===== src/rtl/trxsw_pkg.sv =====
package trxsw_pkg;

  typedef enum logic [1:0] {
    MODE_IDLE = 2'd0,
    MODE_TX   = 2'd1,
    MODE_RX   = 2'd2,
    MODE_FULL = 2'd3
  } trx_mode_e;

  function automatic trx_mode_e make_mode(input logic rx_level, input logic tx_flag);
    return trx_mode_e'({rx_level, tx_flag});
  endfunction

endpackage


===== src/rtl/trxsw_regbank.sv =====
module trxsw_regbank #(
  parameter int N_WORDS = 16,
  parameter int WORD_W  = 32,
  localparam int ADDR_W = $clog2(N_WORDS)
) (
  input  logic              clk,
  input  logic              rst,
  input  logic              we,
  input  logic [ADDR_W-1:0] waddr,
  input  logic [WORD_W-1:0] wdata,
  input  logic [ADDR_W-1:0] raddr_cfg,
  output logic [WORD_W-1:0] rdata_cfg,
  input  logic [ADDR_W-1:0] raddr_sel,
  output logic [WORD_W-1:0] rdata_sel
);

  logic [WORD_W-1:0] word_q [N_WORDS];

  // one register per word, each with its own write decode
  for (genvar g = 0; g < N_WORDS; g++) begin : g_word
    always_ff @(posedge clk) begin
      if (rst) begin
        word_q[g] <= '0;
      end else if (we && (waddr == ADDR_W'(g))) begin
        word_q[g] <= wdata;
      end
    end
  end

  // two registered read ports: software and state selection
  always_ff @(posedge clk) begin
    if (rst) begin
      rdata_cfg <= '0;
      rdata_sel <= '0;
    end else begin
      rdata_cfg <= word_q[raddr_cfg];
      rdata_sel <= word_q[raddr_sel];
    end
  end

endmodule


===== src/rtl/trxsw_switch_delay.sv =====
module trxsw_switch_delay #(
  parameter int DLY_W = 8
) (
  input  logic             clk,
  input  logic             rst,
  input  logic             busy,
  input  logic [DLY_W-1:0] start_dly,
  input  logic [DLY_W-1:0] end_dly,
  output logic             flag
);

  logic             flag_q;
  logic [DLY_W-1:0] wait_q;
  logic             differ;
  logic [DLY_W-1:0] limit;

  assign differ = busy ^ flag_q;
  // rising flag waits on the start delay, falling flag on the end delay
  assign limit  = flag_q ? end_dly : start_dly;

  always_ff @(posedge clk) begin
    if (rst) begin
      flag_q <= 1'b0;
      wait_q <= '0;
    end else if (!differ) begin
      wait_q <= '0;            // agreement cancels any pending change
    end else if (wait_q >= limit) begin
      flag_q <= busy;
      wait_q <= '0;
    end else begin
      wait_q <= wait_q + 1'b1;
    end
  end

  assign flag = flag_q;

endmodule


===== src/rtl/trx_pin_switch.sv =====
module trx_pin_switch #(
  parameter int N_WORDS = 16,
  parameter int WORD_W  = 32,
  parameter int DLY_W   = 8,
  localparam int ADDR_W = $clog2(N_WORDS)
) (
  input  logic              clk,
  input  logic              rst,
  input  logic              cfg_we,
  input  logic [ADDR_W-1:0] cfg_addr,
  input  logic [WORD_W-1:0] cfg_wdata,
  output logic [WORD_W-1:0] cfg_rdata,
  input  logic [DLY_W-1:0]  tx_start_dly,
  input  logic [DLY_W-1:0]  tx_end_dly,
  input  logic              tx_fifo_busy,
  input  logic              rx_busy,
  output logic [1:0]        mode_idx,
  output logic [WORD_W-1:0] pins_out
);
  import trxsw_pkg::*;

  logic      tx_flag;
  trx_mode_e mode_now;
  logic [1:0] mode_q;

  trxsw_switch_delay #(.DLY_W(DLY_W)) i_delay (
    .clk       (clk),
    .rst       (rst),
    .busy      (tx_fifo_busy),
    .start_dly (tx_start_dly),
    .end_dly   (tx_end_dly),
    .flag      (tx_flag)
  );

  assign mode_now = make_mode(rx_busy, tx_flag);

  trxsw_regbank #(.N_WORDS(N_WORDS), .WORD_W(WORD_W)) i_bank (
    .clk       (clk),
    .rst       (rst),
    .we        (cfg_we),
    .waddr     (cfg_addr),
    .wdata     (cfg_wdata),
    .raddr_cfg (cfg_addr),
    .rdata_cfg (cfg_rdata),
    .raddr_sel (ADDR_W'(mode_now)),
    .rdata_sel (pins_out)
  );

  always_ff @(posedge clk) begin
    if (rst) mode_q <= 2'd0;
    else     mode_q <= mode_now;
  end

  assign mode_idx = mode_q;

endmodule


===== config.mk =====
export PLATFORM = sky130hd
export DESIGN_NAME = trx_pin_switch
export DESIGN_NICKNAME = d
export VERILOG_FILES = /design/src/rtl/trxsw_pkg.sv /design/src/rtl/trxsw_regbank.sv /design/src/rtl/trxsw_switch_delay.sv /design/src/rtl/trx_pin_switch.sv
export SDC_FILE = /design/constraint.sdc
export NUM_CORES = 1
export LEC_CHECK = 0
export ABC_AREA = 0
export BUFFER_PORTS_ARGS = -buffer_cell sky130_fd_sc_hd__buf_2
export CAP_MARGIN = 5
export CORE_MARGIN = 1
export CORE_UTILIZATION = 30
export CTS_BUF_LIST = sky130_fd_sc_hd__clkbuf_8
export CTS_CLUSTER_DIAMETER = 100
export DETAILED_ROUTE_END_ITERATION = 6
export PLACE_DENSITY = 0.5
export REMOVE_ABC_BUFFERS = 1
export SKIP_LAST_GASP = 1
export SLEW_MARGIN = 20
export SYNTH_ARGS = -nofsm -noshare
export SYNTH_HDL_FRONTEND = slang
export SYNTH_HIERARCHICAL = 1
export SYNTH_SLANG_ARGS = --single-unit

===== constraint.sdc =====
create_clock -name clk -period 3.8 [get_ports clk]
set_clock_uncertainty 0.1 [all_clocks]
set_input_delay 0.38 -clock clk [delete_from_list [all_inputs] [get_ports clk]]
set_output_delay 0.38 -clock clk [all_outputs]
set_load 0.01 [all_outputs]

==> reports/metrics.yaml <==
rsz0062_at_grt: "no"
drive_above_1_share_pct: 15.0
ant_nets: 0
report.final.slew_viol_count: 154
cts_made_buffers: 108
crit_type: "reg -> reg"
synth_area_per_cell_um2: 12.7
antenna_found_initial: 12
hp-class: "in -> reg"
leakagePower_nw: 12.7
hpwl_um: 57800
cts_max_level: 3
gr-total-overflow: 0
floorplan.die.height_um: 319
fin_util_pct: 35.0
clk_path_buf_depth: 3
clockRootBuffer: "clkbuf_8"
die_w_um: 319
fill_cells: 9659
crit_required_ps: 4360
vdd_drop_max_mv: 0.241
wl_per_cell_um: 26.1
switching_share_pct: 26.2
endpoint_kind: "flop"
critPathArrivalTime_ps: 2880
ys_ff_latch: 587
clkTransAtPathRegs_ps: 60
area_growth_pct: 15.0
grt_pass1_wl_um: 144000
min_period_ps: 2320
switchingPower_mw: 4.02
violations: "slew limit"
coreArea_mm2: 0.0989
tritoncts: "yes"
layout_commonest_cell: "and2_1"
p_seq_share_pct: 49.6
totalWireLength_um: 101000
place_ws_ps: 861
pwr-share-clk_pct: 40.1
top_level_ports: 123
totalPowerFinal_mw: 15.4
slew_headroom_pct: -426
most-common-layout-cells: "and2_1, edfxtp_1, mux2i_1, a22oi_1, buf_2"
grt_max_degree: 126
first_iter_violations: 1659
initial_core_util_pct: 30.4
cts.sinks: 587
vias_per_cell: 5.25
track_usage_pct: 19.4
intPower_mw: 11.3
finalSetupViolCount: 0
power_frac_comb_pct: 10.3
syn-cell-area_mm2: 0.0301
io_buffers: 122
hold_violations: 0
outcome: "complete, but fails checks"
synth_seq_area_share_pct: 56.1
cap_violations: 0
ys_types: 42
layout_setup_ws_ps: 1480
fin_crit_sh_pct: 61.2
powerDensity_mw_per_mm2: 444
num-nets-final: 2560
synthCells: 2369
gp_congestion: 0.778
critPathLaunchType: "flop"
ctsResizeCount: 0
drcViolationCount: 0
first_pass_iters: 7
via_count: 20400
worst_slew_pin_slew_ps: 7870
grt_pass1_vias: 20800
clkLatencyLatePin_ps: 750
die_area_mm2: 0.102
fmax_ghz: 0.430
synth_warnings: 6
setup_tns_ps: 0
rows: 115
critPathMaxFanout: 16
==> state kept, by name (all words and copies together) (netlist names) <==
register,flops
i_delay/wait_q,8
i_bank/word_q,512
i_bank/rdata_cfg,32
i_bank/rdata_sel,32
i_delay/flag,1
mode_idx,2
==> synth_stat cells (all sizes together) <==
cell type | instances | area [um2]
o211ai | 1 | 7.51
nand2b | 5 | 31.3
o22ai | 23 | 144
nand3b | 2 | 15.0
nand4 | 1 | 6.26
a221oi | 9 | 97.6
a2111o | 1 | 11.3
ha | 9 | 113
a211oi | 1 | 7.51
inv | 3 | 11.3
dfxtp | 75 | 1500
nand2 | 96 | 360
conb | 1 | 3.75
o21ai | 20 | 100
mux2i | 502 | 5020
nor2b | 9 | 56.3
nand3 | 68 | 340
xnor2 | 3 | 26.3
o21bai | 16 | 120
xor2 | 4 | 35.0
mux2 | 1 | 11.3
a22oi | 238 | 1790
clkbuf | 81 | 324
buf | 128 | 992
edfxtp | 512 | 15400
mux4 | 9 | 203
and2 | 514 | 3220
a21oi | 3 | 15.0
nor2 | 30 | 120
or2 | 2 | 12.5
and2b | 1 | 7.51
and4 | 1 | 8.76
==> logic make-up after synthesis <==
group / after synthesis / share of synthesized area (%)
AO/OA/AOI/OAI: 312 / 7.61
XOR/XNOR: 7 / 0.204
adder cells (fa/ha/maj): 9 / 0.374
buffers and inverters: 212 / 4.41
flip-flops: 587 / 56.1
multiplexers: 512 / 17.4
other: 1 / 0.0125
AND/OR/NAND/NOR: 729 / 13.9
==> power groups by stage <==
| stage | registers (mW) | logic, mW | clock network (mW) |
|---|---|---|---|
| global placement | 7.72 | 1.50 | 0 |
| detailed placement | 7.75 | 1.52 | 0 |
| floorplan | 7.75 | 0.730 | 0 |
| CTS | 7.62 | 1.55 | 6.35 |
| global route | 7.66 | 1.68 | 6.62 |
| finish | 7.62 | 1.58 | 6.16 |
==> layout make-up <==
cell class / count / area, um2 / share of cell area [%]
Inverter: 3 / 11.3 / 0.0326
Timing Repair Buffer: 219 / 1650 / 4.77
Clock inverter: 81 / 528 / 1.53
Antenna cell: 7 / 17.5 / 0.0506
Sequential cell: 587 / 16900 / 48.8
Multi-Input combinational cell: 1575 / 12200 / 35.4
Clock buffer: 120 / 1650 / 4.77
Tap cell: 1287 / 1610 / 4.65
==> worst max-delay path, stage by stage (launching register included) <==
cell and delay (ps):
dfxtp_4 590, mux2_2 390, ha_1 270, nor2b_1 120, o21ai_1 80, a2111o_1 550
nor2_1 150
==> per-layer routing <==
layer / up-vias / wire [um] / GRT usage [%]
li1: 9015 / - / -
met1: 10400 / 44500 / 25.9
met2: 730 / 47800 / 32.0
met3: 178 / 6010 / 3.00
met4: 2 / 2750 / 6.56
met5: - / 17 / 0
==> per-stage QoR <==
step	instance area [um2]	hold slack [ps]	cells
after global placement	32100	357	3641
after global routing	34600	28.3	3874
final	34600	62.1	3879
after floorplan	28800	337	2165
after CTS	34600	2.01	3872
after detailed placement	32100	387	3641
==> repair_timing <==
action,CTS,global route
buffers inserted,0,0
hold buffers,30,0
hold endpoints to repair,392,0
endpoints found under the setup margin,0,0
==> final timing paths <==
check	slack [ps]	end	from	cells after the start
worst max register to register	1480	i_delay/wait_q[7]$_SDFF_PP0_	i_delay/flag$_SDFFE_PP0P_	6
worst min-delay path	60	i_bank/word_q[3][5]$_SDFFCE_PN0P_	cfg_wdata[5]	2
worst min register to register	400	i_delay/wait_q[0]$_SDFF_PP0_	i_delay/wait_q[0]$_SDFF_PP0_	1
worst max-delay path	1480	i_delay/wait_q[7]$_SDFF_PP0_	i_delay/flag$_SDFFE_PP0P_	6
Power figures use the tool's default switching activity.
